[src/rtl/acc_rmw_pkg.sv]
package acc_rmw_pkg;
  typedef enum logic [2:0] {
    ST_IDLE,
    ST_RADDR,
    ST_RDATA,
    ST_WREQ,
    ST_WRESP
  } seq_state_t;

  localparam logic [1:0] RESP_OKAY  = 2'b00;
  localparam logic [1:0] BURST_INCR = 2'b01;
endpackage

[src/rtl/acc_rmw_seq.sv]
module acc_rmw_seq
  import acc_rmw_pkg::*;
#(
  parameter int ADDR_W = 32
) (
  input  logic              clk,
  input  logic              rst,
  input  logic              start,
  input  logic [ADDR_W-1:0] base_addr,
  input  logic              arready,
  input  logic              rvalid,
  input  logic              awready,
  input  logic              wready,
  input  logic              bvalid,
  output logic [ADDR_W-1:0] addr,
  output logic              arvalid,
  output logic              rready,
  output logic              awvalid,
  output logic              wvalid,
  output logic              bready,
  output logic              done,
  output logic              idle,
  output logic              take,
  output logic              rd_beat,
  output logic              wr_ack
);
  seq_state_t        state_q;
  logic [ADDR_W-1:0] addr_q;
  logic              arvalid_q, rready_q, awvalid_q, wvalid_q, bready_q, done_q;
  logic              aw_left, w_left;

  assign idle    = (state_q == ST_IDLE);
  assign take    = idle && start;
  assign rd_beat = rready_q && rvalid;
  assign wr_ack  = bready_q && bvalid;
  assign aw_left = awvalid_q && !awready;
  assign w_left  = wvalid_q && !wready;

  always_ff @(posedge clk) begin
    if (rst) begin
      state_q   <= ST_IDLE;
      addr_q    <= '0;
      arvalid_q <= 1'b0;
      rready_q  <= 1'b0;
      awvalid_q <= 1'b0;
      wvalid_q  <= 1'b0;
      bready_q  <= 1'b0;
      done_q    <= 1'b0;
    end else begin
      done_q <= 1'b0;
      case (state_q)
        ST_IDLE: if (start) begin
          addr_q    <= base_addr;
          arvalid_q <= 1'b1;
          state_q   <= ST_RADDR;
        end
        ST_RADDR: if (arready) begin
          arvalid_q <= 1'b0;
          rready_q  <= 1'b1;
          state_q   <= ST_RDATA;
        end
        ST_RDATA: if (rvalid) begin
          rready_q  <= 1'b0;
          awvalid_q <= 1'b1;
          wvalid_q  <= 1'b1;
          state_q   <= ST_WREQ;
        end
        ST_WREQ: begin
          awvalid_q <= aw_left;
          wvalid_q  <= w_left;
          if (!aw_left && !w_left) begin
            bready_q <= 1'b1;
            state_q  <= ST_WRESP;
          end
        end
        ST_WRESP: if (bvalid) begin
          bready_q <= 1'b0;
          done_q   <= 1'b1;
          state_q  <= ST_IDLE;
        end
        default: state_q <= ST_IDLE;
      endcase
    end
  end

  assign addr    = addr_q;
  assign arvalid = arvalid_q;
  assign rready  = rready_q;
  assign awvalid = awvalid_q;
  assign wvalid  = wvalid_q;
  assign bready  = bready_q;
  assign done    = done_q;

  // read data is accepted only after the address phase completed
  a_r3_rready_after_ar: assert property (@(posedge clk) disable iff (rst)
    $rose(rready_q) |-> $past(arvalid_q && arready));
  // the write request follows the read beat
  a_r4_write_after_read: assert property (@(posedge clk) disable iff (rst)
    $rose(awvalid_q) |-> $past(rd_beat));
  // no new address captured while busy
  a_r6_addr_held: assert property (@(posedge clk) disable iff (rst)
    !idle |=> $stable(addr_q) || $past(idle));
endmodule

[src/rtl/acc_rmw_acc.sv]
module acc_rmw_acc
  import acc_rmw_pkg::*;
#(
  parameter int DATA_W = 32
) (
  input  logic              clk,
  input  logic              rst,
  input  logic              idle,
  input  logic              take,
  input  logic              clear,
  input  logic              rd_beat,
  input  logic [DATA_W-1:0] rdata,
  input  logic [1:0]        rresp,
  input  logic              wr_ack,
  input  logic [1:0]        bresp,
  output logic [DATA_W-1:0] acc,
  output logic              err
);
  logic [DATA_W-1:0] acc_q;
  logic              err_q;

  always_ff @(posedge clk) begin
    if (rst) begin
      acc_q <= '0;
    end else if (rd_beat) begin
      acc_q <= acc_q + rdata;
    end else if (clear && idle) begin
      acc_q <= '0;
    end
  end

  always_ff @(posedge clk) begin
    if (rst) begin
      err_q <= 1'b0;
    end else if (take) begin
      err_q <= 1'b0;
    end else if ((rd_beat && rresp != RESP_OKAY) || (wr_ack && bresp != RESP_OKAY)) begin
      err_q <= 1'b1;
    end
  end

  assign acc = acc_q;
  assign err = err_q;

  // clear while idle empties the accumulator
  a_r8_clear_idle: assert property (@(posedge clk) disable iff (rst)
    clear && idle |=> acc_q == '0);
  // clear while busy leaves the sum untouched unless a beat arrives
  a_r8_clear_busy: assert property (@(posedge clk) disable iff (rst)
    !idle && !rd_beat |=> $stable(acc_q));
  // the error flag stays set until the next accepted start
  a_r7_err_sticky: assert property (@(posedge clk) disable iff (rst)
    err_q && !take |=> err_q);
endmodule

[src/rtl/acc_rmw_master.sv]
module acc_rmw_master
  import acc_rmw_pkg::*;
#(
  parameter int ADDR_W = 32,
  parameter int DATA_W = 32
) (
  input  logic                clk,
  input  logic                rst,
  input  logic                start,
  input  logic [ADDR_W-1:0]   base_addr,
  input  logic                acc_clear,
  output logic                busy,
  output logic                done,
  output logic                resp_err,
  output logic [DATA_W-1:0]   acc_value,
  output logic [ADDR_W-1:0]   m_araddr,
  output logic [7:0]          m_arlen,
  output logic [2:0]          m_arsize,
  output logic [1:0]          m_arburst,
  output logic                m_arvalid,
  input  logic                m_arready,
  input  logic [DATA_W-1:0]   m_rdata,
  input  logic [1:0]          m_rresp,
  input  logic                m_rvalid,
  output logic                m_rready,
  output logic [ADDR_W-1:0]   m_awaddr,
  output logic [7:0]          m_awlen,
  output logic [2:0]          m_awsize,
  output logic [1:0]          m_awburst,
  output logic                m_awvalid,
  input  logic                m_awready,
  output logic [DATA_W-1:0]   m_wdata,
  output logic [DATA_W/8-1:0] m_wstrb,
  output logic                m_wlast,
  output logic                m_wvalid,
  input  logic                m_wready,
  input  logic [1:0]          m_bresp,
  input  logic                m_bvalid,
  output logic                m_bready
);
  localparam int         STRB_W = DATA_W / 8;
  localparam logic [2:0] SIZE_C = 3'($clog2(STRB_W));

  logic [ADDR_W-1:0] addr;
  logic              idle, take, rd_beat, wr_ack;

  acc_rmw_seq #(.ADDR_W(ADDR_W)) u_seq (
    .clk      (clk),
    .rst      (rst),
    .start    (start),
    .base_addr(base_addr),
    .arready  (m_arready),
    .rvalid   (m_rvalid),
    .awready  (m_awready),
    .wready   (m_wready),
    .bvalid   (m_bvalid),
    .addr     (addr),
    .arvalid  (m_arvalid),
    .rready   (m_rready),
    .awvalid  (m_awvalid),
    .wvalid   (m_wvalid),
    .bready   (m_bready),
    .done     (done),
    .idle     (idle),
    .take     (take),
    .rd_beat  (rd_beat),
    .wr_ack   (wr_ack)
  );

  acc_rmw_acc #(.DATA_W(DATA_W)) u_acc (
    .clk    (clk),
    .rst    (rst),
    .idle   (idle),
    .take   (take),
    .clear  (acc_clear),
    .rd_beat(rd_beat),
    .rdata  (m_rdata),
    .rresp  (m_rresp),
    .wr_ack (wr_ack),
    .bresp  (m_bresp),
    .acc    (acc_value),
    .err    (resp_err)
  );

  assign busy      = !idle;
  assign m_araddr  = addr;
  assign m_awaddr  = addr;
  assign m_arlen   = 8'd0;
  assign m_awlen   = 8'd0;
  assign m_arsize  = SIZE_C;
  assign m_awsize  = SIZE_C;
  assign m_arburst = BURST_INCR;
  assign m_awburst = BURST_INCR;
  assign m_wdata   = acc_value;
  assign m_wstrb   = {STRB_W{1'b1}};
  assign m_wlast   = 1'b1;

  // read address held until accepted
  a_r2_ar_hold: assert property (@(posedge clk) disable iff (rst)
    m_arvalid && !m_arready |=> m_arvalid && $stable(m_araddr));
  // write data carries the sum of the previous total and the read beat
  a_r4_wdata_sum: assert property (@(posedge clk) disable iff (rst)
    $rose(m_wvalid) |-> m_wdata == $past(acc_value) + $past(m_rdata));
  // done follows a write response handshake and lasts one cycle
  a_r5_done_after_b: assert property (@(posedge clk) disable iff (rst)
    done |-> $past(m_bvalid && m_bready));
  a_r5_done_pulse: assert property (@(posedge clk) disable iff (rst)
    done |=> !done);
  // a single channel active at a time
  a_r6_single_channel: assert property (@(posedge clk) disable iff (rst)
    $onehot0({m_arvalid, m_rready, m_awvalid || m_wvalid, m_bready}));
endmodule

[config.mk]
export PLATFORM = sky130hd
export DESIGN_NAME = acc_rmw_master
export DESIGN_NICKNAME = d
export VERILOG_FILES = /design/src/rtl/acc_rmw_pkg.sv /design/src/rtl/acc_rmw_seq.sv /design/src/rtl/acc_rmw_acc.sv /design/src/rtl/acc_rmw_master.sv
export SDC_FILE = /design/constraint.sdc
export NUM_CORES = 1
export LEC_CHECK = 0
export BUFFER_PORTS_ARGS = -buffer_cell sky130_fd_sc_hd__buf_2
export CORE_ASPECT_RATIO = 0.7
export CORE_MARGIN = 2
export CORE_UTILIZATION = 28
export CTS_BUF_LIST = sky130_fd_sc_hd__clkbuf_8
export CTS_CLUSTER_DIAMETER = 60
export DETAILED_ROUTE_END_ITERATION = 8
export HOLD_SLACK_MARGIN = 0.06
export PLACE_DENSITY = 0.54
export SLEW_MARGIN = 20
export SYNTH_ARGS = -nofsm -noshare
export SYNTH_HDL_FRONTEND = slang
export SYNTH_HIERARCHICAL = 1
export SYNTH_SLANG_ARGS = --single-unit
[constraint.sdc]
create_clock -name clk -period 2.83 [get_ports clk]
set_input_delay 0.4245 -clock clk [delete_from_list [all_inputs] [get_ports clk]]
set_output_delay 0.4245 -clock clk [all_outputs]
set_load 0.01 [all_outputs]
==> results of run 1 <==
-- worst min-delay path by stage --
stage	to	slack, ns	cells past startpoint
after global routing	u_seq/addr[1]$_SDFFE_PP0P_	0.26	3
after floorplan	u_seq/addr[0]$_SDFFE_PP0P_	0.49	2
final	u_seq/addr[29]$_SDFFE_PP0P_	0.29	3
after CTS	u_seq/addr[29]$_SDFFE_PP0P_	0.25	3
after detailed placement	u_seq/addr[2]$_SDFFE_PP0P_	0.46	2
after global placement	u_seq/addr[22]$_SDFFE_PP0P_	0.46	2
-- cell usage after synthesis (3+ instances only) --
cell and count:
sky130_fd_sc_hd__nand2_1 108, sky130_fd_sc_hd__buf_4 98, sky130_fd_sc_hd__dfxtp_1 74, sky130_fd_sc_hd__a21oi_1 69
sky130_fd_sc_hd__nor2_1 38, sky130_fd_sc_hd__ha_1 31, sky130_fd_sc_hd__o21ai_0 29, sky130_fd_sc_hd__a22oi_1 15
sky130_fd_sc_hd__inv_1 15, sky130_fd_sc_hd__a21o_1 14, sky130_fd_sc_hd__clkbuf_1 14, sky130_fd_sc_hd__xnor2_1 12
sky130_fd_sc_hd__xor2_1 12, sky130_fd_sc_hd__nor3_1 10, sky130_fd_sc_hd__buf_2 8, sky130_fd_sc_hd__nor2b_1 8
sky130_fd_sc_hd__o21a_1 8, sky130_fd_sc_hd__nand3_1 6, sky130_fd_sc_hd__nand4_1 6, sky130_fd_sc_hd__nand2b_1 5
sky130_fd_sc_hd__a211o_1 4, sky130_fd_sc_hd__a211oi_1 4, sky130_fd_sc_hd__and2_1 4, sky130_fd_sc_hd__a2bb2oi_1 3
sky130_fd_sc_hd__a31oi_1 3
-- what timing repair did --
| action | CTS | global route |
|---|---|---|
| setup endpoints to repair | 2 | 5 |
| gates cloned | 0 | 0 |
| hold buffers | 0 | 0 |
| pin swaps | 3 | 7 |
| resized for setup | 2 | 4 |
| setup buffers | 1 | 0 |
-- layout make-up --
cell class / count / area (um^2)
Sequential cell: 74 / 1480
Tap cell: 236 / 295
Timing Repair Buffer: 241 / 1280
Multi-Input combinational cell: 468 / 2820
Inverter: 16 / 60.1
Fill cell: 1948 / 11700
Clock buffer: 9 / 124
Clock inverter: 7 / 125
-- kinds of logic (layout without fill, tap and decap cells) --
kind of cell    after synthesis  after routing  synth area share [%]
buf+inv                     137            273                  17.6
other cells                   2             31                 0.148
compound gates              180            180                  22.9
simple gates                200            200                  17.6
xor+xnor                     24             24                  4.15
mux                           1              1                 0.198
flops                        74             74                  29.3
fa+ha+maj                    32             32                  8.06
-- metal layers --
layer / track usage (%) / up-vias
met4: 3.30 / 0
met2: 20.1 / 136
met5: 0 / -
li1: - / 2439
met3: 3.62 / 11
met1: 22.2 / 2163
-- critical path: stages, from the launching register on --
cell and delay, ns:
sky130_fd_sc_hd__dfxtp_2 0.36, sky130_fd_sc_hd__ha_4 0.15, sky130_fd_sc_hd__inv_2 0.04, sky130_fd_sc_hd__fa_2 0.38, sky130_fd_sc_hd__nor2b_4 0.15, sky130_fd_sc_hd__o31ai_4 0.07
sky130_fd_sc_hd__a211oi_2 0.29, sky130_fd_sc_hd__or3_4 0.19, sky130_fd_sc_hd__a21bo_1 0.11, sky130_fd_sc_hd__nand2_2 0.05, sky130_fd_sc_hd__o31a_1 0.31, sky130_fd_sc_hd__o2111ai_1 0.18
sky130_fd_sc_hd__or3b_1 0.37
-- power by group through the flow --
stage	clock [uW]	combinational (uW)	sequential [uW]
2_1_floorplan	0	1060	1400
3_3_place_gp	0	1450	1380
3_5_place_dp	0	1450	1380
4_1_cts	1100	1460	1350
5_1_grt	1140	1630	1380
6_report	1050	1450	1350
-- metrics by stage --
stage | instances | hold slack, ns
after floorplan | 679 | 0.493
after global placement | 1034 | 0.455
after detailed placement | 1034 | 0.459
after CTS | 1051 | 0.252
after global routing | 1051 | 0.260
final | 1051 | 0.285
-- layout by cell type (no fill, tap or decap), types with 9 or more instances in the layout --
master,synthesis,layout
sky130_fd_sc_hd__clkbuf_8,0,9
sky130_fd_sc_hd__dfxtp_1,74,73
sky130_fd_sc_hd__a21o_1,14,14
sky130_fd_sc_hd__ha_1,31,30
sky130_fd_sc_hd__buf_2,8,212
sky130_fd_sc_hd__buf_4,98,29
sky130_fd_sc_hd__xnor2_1,12,12
sky130_fd_sc_hd__a22oi_1,15,15
sky130_fd_sc_hd__nor3_1,10,10
sky130_fd_sc_hd__nand2_1,108,108
sky130_fd_sc_hd__a21oi_1,69,69
sky130_fd_sc_hd__o21ai_0,29,29
sky130_fd_sc_hd__xor2_1,12,12
sky130_fd_sc_hd__nor2_1,38,38
sky130_fd_sc_hd__inv_1,15,14
sky130_fd_sc_hd__conb_1,2,31
==> flow_summary.json, run 1 <==
{
  "area_growth_syn_to_layout_pct": 22.2,
  "unrepaired_setup_endpoints_after_global_routing": "true",
  "wl_um": 14500,
  "wl_met2_um": 5970,
  "htree_levels": 3,
  "antenna_violations_before_repair": 0,
  "routed.top_layer": "met4",
  "port_buffers": 212,
  "cellLeakagePower_uw": 0.00318,
  "core_mm2": 0.0179,
  "cts_made_buffers": 9,
  "crit_fanout": 3,
  "dieWidth_um": 165,
  "timing_worst_slew_pin_value_ns": 0.568,
  "met1Wirelength_um": 7470,
  "vdd_ir_drop_max_uv": 337,
  "final_area_mm2": 0.00618,
  "clockPowerShare_pct": 27.3,
  "ctsRootBufferMaster": "sky130_fd_sc_hd__clkbuf_8",
  "synthesis.area_per_instance_um2": 7.79,
  "dieArea_mm2": 0.0192,
  "finalSetupViolations": 0,
  "netlist_instances": 650,
  "yosysWarnings": 6,
  "detailed_place.area_mm2": 0.00591,
  "globalplace.congestion": 0.867,
  "drt_iter0_markers": 245,
  "synth-seq-cells": 74,
  "post-route-worst-setup-slack_ns": 0.0509,
  "wl_per_cell_um": 13.8,
  "total_power_uw": 3850,
  "timing.reg2reg.worst_path_depth": 12,
  "worst_rel_slew_slack_pct": 62.1,
  "place_worst_setup_slack_ns": -0.258,
  "grt_overflow": 0,
  "met3WireLength_um": 952,
  "synth_edf_count": 0,
  "hp-start": "base_addr[29]",
  "first_global_vias": 4043,
  "distinct_cells_synth": 68,
  "num_rows": 41,
  "synth_top_flop_cell": "sky130_fd_sc_hd__dfxtp_1",
  "grt_first_pass_wirelength_um": 21700,
  "reg2reg_setup_slack_ns": 0.05,
  "finalHoldViolCount": 0,
  "die_height_um": 117,
  "worstSetupPathType": "flop to flop",
  "synth_top_area_share_pct": 29.3,
  "totalNegativeSetupSlack_ns": 0,
  "io-pin-count": 244,
  "fin_crit_ns": 2.78,
  "worstPathArrival_ns": 3.03,
  "report.final.slew_viol_count": 0,
  "synth_top_cell_by_area": "sky130_fd_sc_hd__dfxtp_1",
  "max_freq_ghz": 0.360,
  "cts-root-to-sink-buffers": 2,
  "route.detailed.drc": 0,
  "post-dp-hpwl_um": 11300,
  "net_count_of_the_finished_layout": 919,
  "avgViaCountPerCell": 4.52,
  "p_sw_share_pct": 38.3,
  "tritoncts_num_sinks": 74,
  "pwr-share-seq_pct": 35.1,
  "clk_pin_slew_worst_paths_ns": 0.09,
  "total_vias_in_the_final_route": 4749,
  "route.antenna.remaining_nets": 0,
  "clock_tree_from_tritoncts": "yes",
  "net-switching-power_uw": 1470,
  "groute.usage.overall_pct": 14.5,
  "clk-insertion-delay-late_ns": 0.36,
  "ys_seq_area_share_pct": 29.3,
  "timing.critical_path.to_type": "flop",
  "num_antenna_cells": 0,
  "grt_max_degree": 44,
  "combinationalPowerShare_pct": 37.6,
  "power_per_cell_area_mw_per_mm2": 623,
  "internal_power_uw": 2380,
  "timing.critical_path.from": "u_acc/acc[0]$_SDFFE_PP0P_",
  "setup.worst_path.start_class": "flop",
  "post_synth_instance_area_mm2": 0.00506,
  "final_layout_size_suffix_gt1_share_pct": 33.9,
  "timing.hold.worst.class": "input port to flop",
  "status": "complete, no violations",
  "endpoint": "u_acc/acc[28]$_SDFFE_PP0P_",
  "ys_top_cells_by_area": "sky130_fd_sc_hd__dfxtp_1, sky130_fd_sc_hd__buf_4, sky130_fd_sc_hd__nand2_1",
  "cap_viol_max_count": 0,
  "asyncSetResetFlopFracSynth_pct": 0,
  "timing.clock.skew_ns": 0.0110,
  "worst_flop_to_flop_path_endpoint": "u_acc/acc[28]$_SDFFE_PP0P_",
  "initial_core_util_pct": 28.4,
  "cp.required_ns": 3.08,
  "source_of_the_worst_register_to_register_timing_path": "u_acc/acc[0]$_SDFFE_PP0P_",
  "post-route-util_pct": 34.6,
  "min_period_over_period_pct": 98.2,
  "detail_route.first_pass.iterations": 4
}
No activity file was read; power rests on OpenSTA's default activity.
==> inputs of run 2 (changes only) <==
--- a/config.mk
+++ b/config.mk
@@ -5,6 +5,7 @@
 export SDC_FILE = /design/constraint.sdc
 export NUM_CORES = 1
 export LEC_CHECK = 0
+export ABC_AREA = 1
 export BUFFER_PORTS_ARGS = -buffer_cell sky130_fd_sc_hd__buf_2
 export CORE_ASPECT_RATIO = 0.7
 export CORE_MARGIN = 2
@@ -13,7 +14,7 @@
 export CTS_CLUSTER_DIAMETER = 60
 export DETAILED_ROUTE_END_ITERATION = 8
 export HOLD_SLACK_MARGIN = 0.06
-export PLACE_DENSITY = 0.54
+export PLACE_DENSITY = 0.52
 export SLEW_MARGIN = 20
 export SYNTH_ARGS = -nofsm -noshare
 export SYNTH_HDL_FRONTEND = slang
==> run 2 against run 1 <==
Compared with the run above: synthesized area up 20%; routed wire length up 30%; hold slack worse by 0.00056 ns; utilization down 2.0 points; combinational power up 30%; die area up 19%; first-iteration DRC count up 87%; clock power down 14%; non-clock buffer count down 24; critical path type unchanged.
==> flow_summary.json, run 2 <==
{
  "status": "complete, no violations",
  "grt_overflow": 0,
  "wl_per_cell_um": 13.6,
  "timing.hold.worst.class": "input port to flop",
  "cap_viol_max_count": 0,
  "ctsRootBufferMaster": "sky130_fd_sc_hd__clkbuf_8",
  "initial_core_util_pct": 28.2,
  "yosysWarnings": 6,
  "total_power_uw": 4160,
  "finalHoldViolCount": 0,
  "finalSetupViolations": 0,
  "wl_um": 18800,
  "unrepaired_setup_endpoints_after_global_routing": "false",
  "post-route-util_pct": 32.7,
  "post_cts_resize_count": 0,
  "groute.usage.overall_pct": 16.0,
  "cts_made_buffers": 9,
  "fin_crit_ns": 2.08,
  "clockPowerShare_pct": 21.7,
  "internal_power_uw": 2280,
  "ys_seq_area_share_pct": 24.4,
  "power_per_cell_area_mw_per_mm2": 592,
  "tritoncts_num_sinks": 74,
  "cellLeakagePower_uw": 0.00397,
  "asyncSetResetFlopFracSynth_pct": 0,
  "synth_edf_count": 0,
  "area_growth_syn_to_layout_pct": 15.6,
  "clk_pin_slew_worst_paths_ns": 0.10,
  "timing.clock.skew_ns": 0.0168,
  "port_buffers": 212,
  "io-pin-count": 244,
  "p_sw_share_pct": 45.3,
  "leading_post_synthesis_cells_by_instance_count": "sky130_fd_sc_hd__nand2_1, sky130_fd_sc_hd__inv_1, sky130_fd_sc_hd__buf_4",
  "synth_top_area_share_pct": 24.4,
  "post-dp-hpwl_um": 15000,
  "globalplace.congestion": 0.894,
  "post-synth-top-count-cell": "sky130_fd_sc_hd__nand2_1",
  "ys_top_cells_by_area": "sky130_fd_sc_hd__dfxtp_1, sky130_fd_sc_hd__nand2_1, sky130_fd_sc_hd__buf_4",
  "avgViaCountPerCell": 4.23,
  "synthesis.area_per_instance_um2": 6.38,
  "critical_path.most_common_cell": "sky130_fd_sc_hd__nand3_1",
  "pwr-share-seq_pct": 33.2,
  "cts-root-to-sink-buffers": 2,
  "critPathSlowestCell": "sky130_fd_sc_hd__dfxtp_1",
  "multi_input_comb_area_mm2": 0.00337,
  "cpPeakStageDelay_ns": 0.39,
  "timing.critical_path.to_type": "flop",
  "hold_slack_ns": 0.285,
  "filler_cell_count": 2416,
  "core_mm2": 0.0215,
  "net-switching-power_uw": 1890,
  "cts_hold_buffers": 0,
  "first_global_vias": 5114,
  "worstSetupPathType": "flop to flop",
  "worstPathArrival_ns": 2.39,
  "grt_max_degree": 43,
  "synth_top_cell_by_area": "sky130_fd_sc_hd__dfxtp_1",
  "total_vias_in_the_final_route": 5840,
  "vdd_ir_drop_max_uv": 294,
  "critPathBufInv": 2,
  "final_layout_size_suffix_gt1_share_pct": 30.6,
  "cp.required_ns": 3.14,
  "synth-seq-cells": 74,
  "timing_worst_slew_pin_value_ns": 0.540,
  "cts_setup_buffers": 0,
  "htree_levels": 3,
  "route.detailed.drc": 0,
  "dieWidth_um": 180,
  "distinct_cells_synth": 35,
  "grt_first_pass_wirelength_um": 28800,
  "detail_route.first_pass.iterations": 5,
  "post_synth_instance_area_mm2": 0.00607,
  "antenna_violations_before_repair": 1,
  "max_freq_ghz": 0.481,
  "die_height_um": 127,
  "net_count_of_the_finished_layout": 1203,
  "clk-insertion-delay-late_ns": 0.38,
  "dieArea_mm2": 0.0229,
  "clock_tree_from_tritoncts": "yes",
  "cell_chain_of_the_critical_path": "ha_1 > inv_1 > fa_1 > inv_1 > nand3_1 > nand3_1 > nand3_1 > nand3_2 > nand2_2 > nand3b_1 > nand3_1 > a21oi_1",
  "min_period_over_period_pct": 73.5,
  "route.antenna.remaining_nets": 0,
  "synth_top_flop_cell": "sky130_fd_sc_hd__dfxtp_1",
  "netlist_instances": 952,
  "report.final.slew_viol_count": 0,
  "totalNegativeSetupSlack_ns": 0,
  "setup.worst_path.start_class": "flop",
  "seq_area_mm2": 0.00148,
  "most-common-layout-cells": "sky130_fd_sc_hd__nand2_1, sky130_fd_sc_hd__buf_2, sky130_fd_sc_hd__inv_1, sky130_fd_sc_hd__a21oi_1, sky130_fd_sc_hd__dfxtp_1",
  "num_rows": 45,
  "num_antenna_cells": 0,
  "worst_rel_slew_slack_pct": 64.0,
  "mostFrequentLayoutCell": "sky130_fd_sc_hd__nand2_1",
  "cpLargestDelayFamily": "simple AND/OR/NAND/NOR gates",
  "drt_iter0_markers": 459,
  "crit_fanout": 5,
  "combinationalPowerShare_pct": 45.1
}
==> run 2: metal layers <==
layer  vias up  global-route usage [%]  share of wire, %
li1       3115                       -                 -
met1      2550                    24.6                54
met2       158                    22.2                39
met3        15                    3.51               6.0
met4         2                    3.98               1.0
met5         -                       0             0.069
==> run 2: metrics by stage <==
| step | std cells | worst slack [ns] | area, um^2 |
|---|---|---|---|
| finish | 1381 | 0.751 | 7020 |
| global route | 1381 | 0.492 | 7020 |
| CTS | 1381 | 0.719 | 7020 |
| detailed placement | 1365 | 0.622 | 6820 |
| global placement | 1365 | 0.681 | 6820 |
| floorplan | 981 | 0.964 | 6180 |
==> run 2: final cells by class <==
| class | count | share of cell area, % |
|---|---|---|
| clock buffers | 9 | 1.76 |
| clock inverters | 7 | 1.12 |
| inverters | 134 | 7.18 |
| multi-input cells | 658 | 48.0 |
| flip-flops and latches | 74 | 21.1 |
| well taps | 282 | 5.02 |
| repair buffers | 217 | 15.8 |
==> run 2: power by group through the flow <==
stage	logic [uW]	registers (uW)	clock network, uW
floorplan	1400	1440	0
global placement	1880	1410	0
detailed placement	1880	1410	0
CTS	1890	1380	957
global route	2100	1410	991
finish	1880	1380	903
==> run 2: path summary, 6_finish.rpt <==
kind	startpoint	to	slack [ns]	depth (start not counted)
hold reg to reg	u_seq/bready$_SDFFE_PP0P_	u_seq/bready$_SDFFE_PP0P_	0.47	2
setup / recovery	u_acc/acc[0]$_SDFFE_PP0P_	u_acc/acc[20]$_SDFFE_PP0P_	0.75	12
setup reg to reg	u_acc/acc[0]$_SDFFE_PP0P_	u_acc/acc[20]$_SDFFE_PP0P_	0.75	12
hold / removal	base_addr[0]	u_seq/addr[0]$_SDFFE_PP0P_	0.28	3
==> run 2: worst register-to-register path: stages, from the launching register on <==
cell and delay, ns:
sky130_fd_sc_hd__dfxtp_1 0.39, sky130_fd_sc_hd__ha_1 0.22, sky130_fd_sc_hd__inv_1 0.07, sky130_fd_sc_hd__fa_1 0.35, sky130_fd_sc_hd__inv_1 0.14, sky130_fd_sc_hd__nand3_1 0.09
sky130_fd_sc_hd__nand3_1 0.15, sky130_fd_sc_hd__nand3_1 0.11, sky130_fd_sc_hd__nand3_2 0.13, sky130_fd_sc_hd__nand2_2 0.07, sky130_fd_sc_hd__nand3b_1 0.08, sky130_fd_sc_hd__nand3_1 0.08
sky130_fd_sc_hd__a21oi_1 0.13
==> run 2: logic make-up (layout without fill, tap and decap cells) <==
group | after synthesis | in the layout | synth area share, %
AO/OA/AOI/OAI | 123 | 123 | 11.6
AND/OR/NAND/NOR | 471 | 471 | 35.1
adder cells (fa/ha/maj) | 32 | 32 | 6.71
buffers and inverters | 249 | 367 | 21.9
XOR/XNOR | 1 | 1 | 0.144
other | 2 | 31 | 0.124
flip-flops | 74 | 74 | 24.4
==> inputs of run 3 (changes only) <==
--- a/config.mk
+++ b/config.mk
@@ -14,7 +14,7 @@
 export CTS_CLUSTER_DIAMETER = 60
 export DETAILED_ROUTE_END_ITERATION = 8
 export HOLD_SLACK_MARGIN = 0.06
-export PLACE_DENSITY = 0.52
+export PLACE_DENSITY = 0.5
 export SLEW_MARGIN = 20
 export SYNTH_ARGS = -nofsm -noshare
 export SYNTH_HDL_FRONTEND = slang
==> constraint.sdc (replaced) <==
create_clock -name clk -period 2.1 [get_ports clk]
set_input_delay 0.315 -clock clk [delete_from_list [all_inputs] [get_ports clk]]
set_output_delay 0.315 -clock clk [all_outputs]
set_load 0.01 [all_outputs]
==> run 3 against run 2 <==
Compared with the run above: hold slack worse by 0.13 ns; sequential power is 34% higher; combinational power is 40% higher; non-clock buffer count is 21 higher; maximum frequency is 7.0% higher; clock skew is 0.0017 ns higher; final cell count is 1.5% higher; die area stayed put; first-iteration DRC count is 21% lower.
==> flow_summary.json, run 3 (synthesis gave the netlist of run 2 again) <==
{
  "status": "complete, no violations",
  "clk-insertion-delay-late_ns": 0.39,
  "net_count_of_the_finished_layout": 1224,
  "clockPowerShare_pct": 21.5,
  "cap_viol_max_count": 0,
  "clock_tree_from_tritoncts": "yes",
  "vdd_ir_drop_max_uv": 669,
  "finalSetupViolations": 0,
  "initial_core_util_pct": 28.2,
  "num_antenna_cells": 0,
  "crit_fanout": 4,
  "htree_levels": 3,
  "io-pin-count": 244,
  "finalHoldViolCount": 0,
  "grt_max_degree": 34,
  "final_layout_size_suffix_gt1_share_pct": 32.3,
  "internal_power_uw": 3140,
  "multi_input_comb_area_mm2": 0.00339,
  "route.antenna.remaining_nets": 0,
  "source_of_the_worst_register_to_register_timing_path": "u_acc/acc[14]$_SDFFE_PP0P_",
  "cts_hold_buffers": 0,
  "final_area_mm2": 0.00721,
  "area_growth_syn_to_layout_pct": 18.8,
  "detail_route.first_pass.iterations": 4,
  "route.detailed.drc": 0,
  "num_rows": 45,
  "worst_rel_slew_slack_pct": 63.5,
  "worstPathArrival_ns": 2.26,
  "first_global_vias": 5229,
  "grt_first_pass_wirelength_um": 29700,
  "setup.worst_path.start_class": "flop",
  "cts_made_buffers": 9,
  "report.final.slew_viol_count": 0,
  "cts_setup_buffers": 0,
  "power_per_cell_area_mw_per_mm2": 794,
  "tritoncts_num_sinks": 74,
  "max_freq_ghz": 0.515,
  "die_height_um": 127,
  "antenna_violations_before_repair": 0,
  "drt_iter0_markers": 362,
  "grt_overflow": 0,
  "net-switching-power_uw": 2590,
  "timing_worst_slew_pin_value_ns": 0.548,
  "dieWidth_um": 180,
  "clk_pin_slew_worst_paths_ns": 0.10,
  "p_sw_share_pct": 45.2,
  "post-dp-hpwl_um": 15600,
  "groute.usage.overall_pct": 16.7,
  "timing.hold.worst.class": "input port to flop",
  "globalplace.congestion": 0.886,
  "core_mm2": 0.0215,
  "detailed_place.area_mm2": 0.00699,
  "totalNegativeSetupSlack_ns": 0,
  "combinationalPowerShare_pct": 46.1,
  "mostFrequentLayoutCell": "sky130_fd_sc_hd__nand2_1",
  "hp-start": "base_addr[31]",
  "wl_per_cell_um": 13.8,
  "port_buffers": 212,
  "timing.critical_path.from": "u_acc/acc[14]$_SDFFE_PP0P_",
  "timing.clock.skew_ns": 0.0185,
  "timing.critical_path.to_type": "flop",
  "cp.required_ns": 2.42,
  "cellLeakagePower_uw": 0.00410,
  "pwr-share-seq_pct": 32.3,
  "dieArea_mm2": 0.0229,
  "seq_area_mm2": 0.00148,
  "fin_crit_ns": 1.94,
  "wl_um": 19400,
  "hold_slack_ns": 0.159,
  "min_period_over_period_pct": 92.5,
  "unrepaired_setup_endpoints_after_global_routing": "false",
  "post_cts_resize_count": 0,
  "avgViaCountPerCell": 4.24,
  "most-common-layout-cells": "sky130_fd_sc_hd__nand2_1, sky130_fd_sc_hd__buf_2, sky130_fd_sc_hd__inv_1, sky130_fd_sc_hd__a21oi_1, sky130_fd_sc_hd__dfxtp_1",
  "worstSetupPathType": "flop to flop",
  "ctsRootBufferMaster": "sky130_fd_sc_hd__clkbuf_8",
  "total_vias_in_the_final_route": 5943,
  "cts-root-to-sink-buffers": 2,
  "filler_cell_count": 2450
}
[run 3: path summary, 6_finish.rpt]
kind                            depth (start not counted)                           to  slack (ns)
worst max register to register                         13   u_acc/acc[27]$_SDFFE_PP0P_        0.16
worst min register to register                          2  u_seq/addr[12]$_SDFFE_PP0P_        0.48
worst min-delay path                                    3  u_seq/addr[31]$_SDFFE_PP0P_        0.16
worst max-delay path                                   13   u_acc/acc[27]$_SDFFE_PP0P_        0.16
[run 3: power by group through the flow]
| stage | Clock (uW) | Combinational [uW] | Sequential, uW |
|---|---|---|---|
| floorplan | 0 | 1890 | 1940 |
| global route | 1340 | 2950 | 1890 |
| detailed placement | 0 | 2640 | 1890 |
| CTS | 1300 | 2650 | 1850 |
| global placement | 0 | 2640 | 1880 |
| finish | 1230 | 2640 | 1850 |
[run 3: critical path, stage by stage (launching register included)]
cell                      delay [ns]
sky130_fd_sc_hd__dfxtp_1        0.41
sky130_fd_sc_hd__ha_1           0.30
sky130_fd_sc_hd__nand2_1        0.14
sky130_fd_sc_hd__inv_2          0.05
sky130_fd_sc_hd__nand2_1        0.06
sky130_fd_sc_hd__nand2_1        0.10
sky130_fd_sc_hd__nand2_1        0.08
sky130_fd_sc_hd__nand2_1        0.08
sky130_fd_sc_hd__a21oi_2        0.19
sky130_fd_sc_hd__buf_4          0.14
sky130_fd_sc_hd__nand2_1        0.04
sky130_fd_sc_hd__nand2_1        0.05
sky130_fd_sc_hd__nand3_1        0.07
sky130_fd_sc_hd__a21oi_1        0.13
[run 3: area by class of cell]
class,instances,share of cell area [%]
Timing Repair Buffer,238,17.8
Tap cell,282,4.89
Clock inverter,7,1.06
Clock buffer,9,1.72
Multi-Input combinational cell,658,47.0
Sequential cell,74,20.6
Inverter,134,6.99
[run 3: per-stage QoR]
stage / worst slack, ns / util, % / total power, uW / std cells
after CTS: 0.116 / 33.4 / 5790 / 1402
after global routing: 0.00120 / 33.5 / 6190 / 1402
after global placement: 0.0576 / 32.5 / 4520 / 1386
final: 0.158 / 33.5 / 5730 / 1402
after detailed placement: 0.0665 / 32.5 / 4520 / 1386
after floorplan: 0.234 / - / 3830 / 981
[run 3: per-layer routing]
metal	global-route usage [%]	part of all wire [%]
met1	26.9	56
met5	0	0
met2	22.5	38
met3	2.82	4.3
met4	3.56	0.91
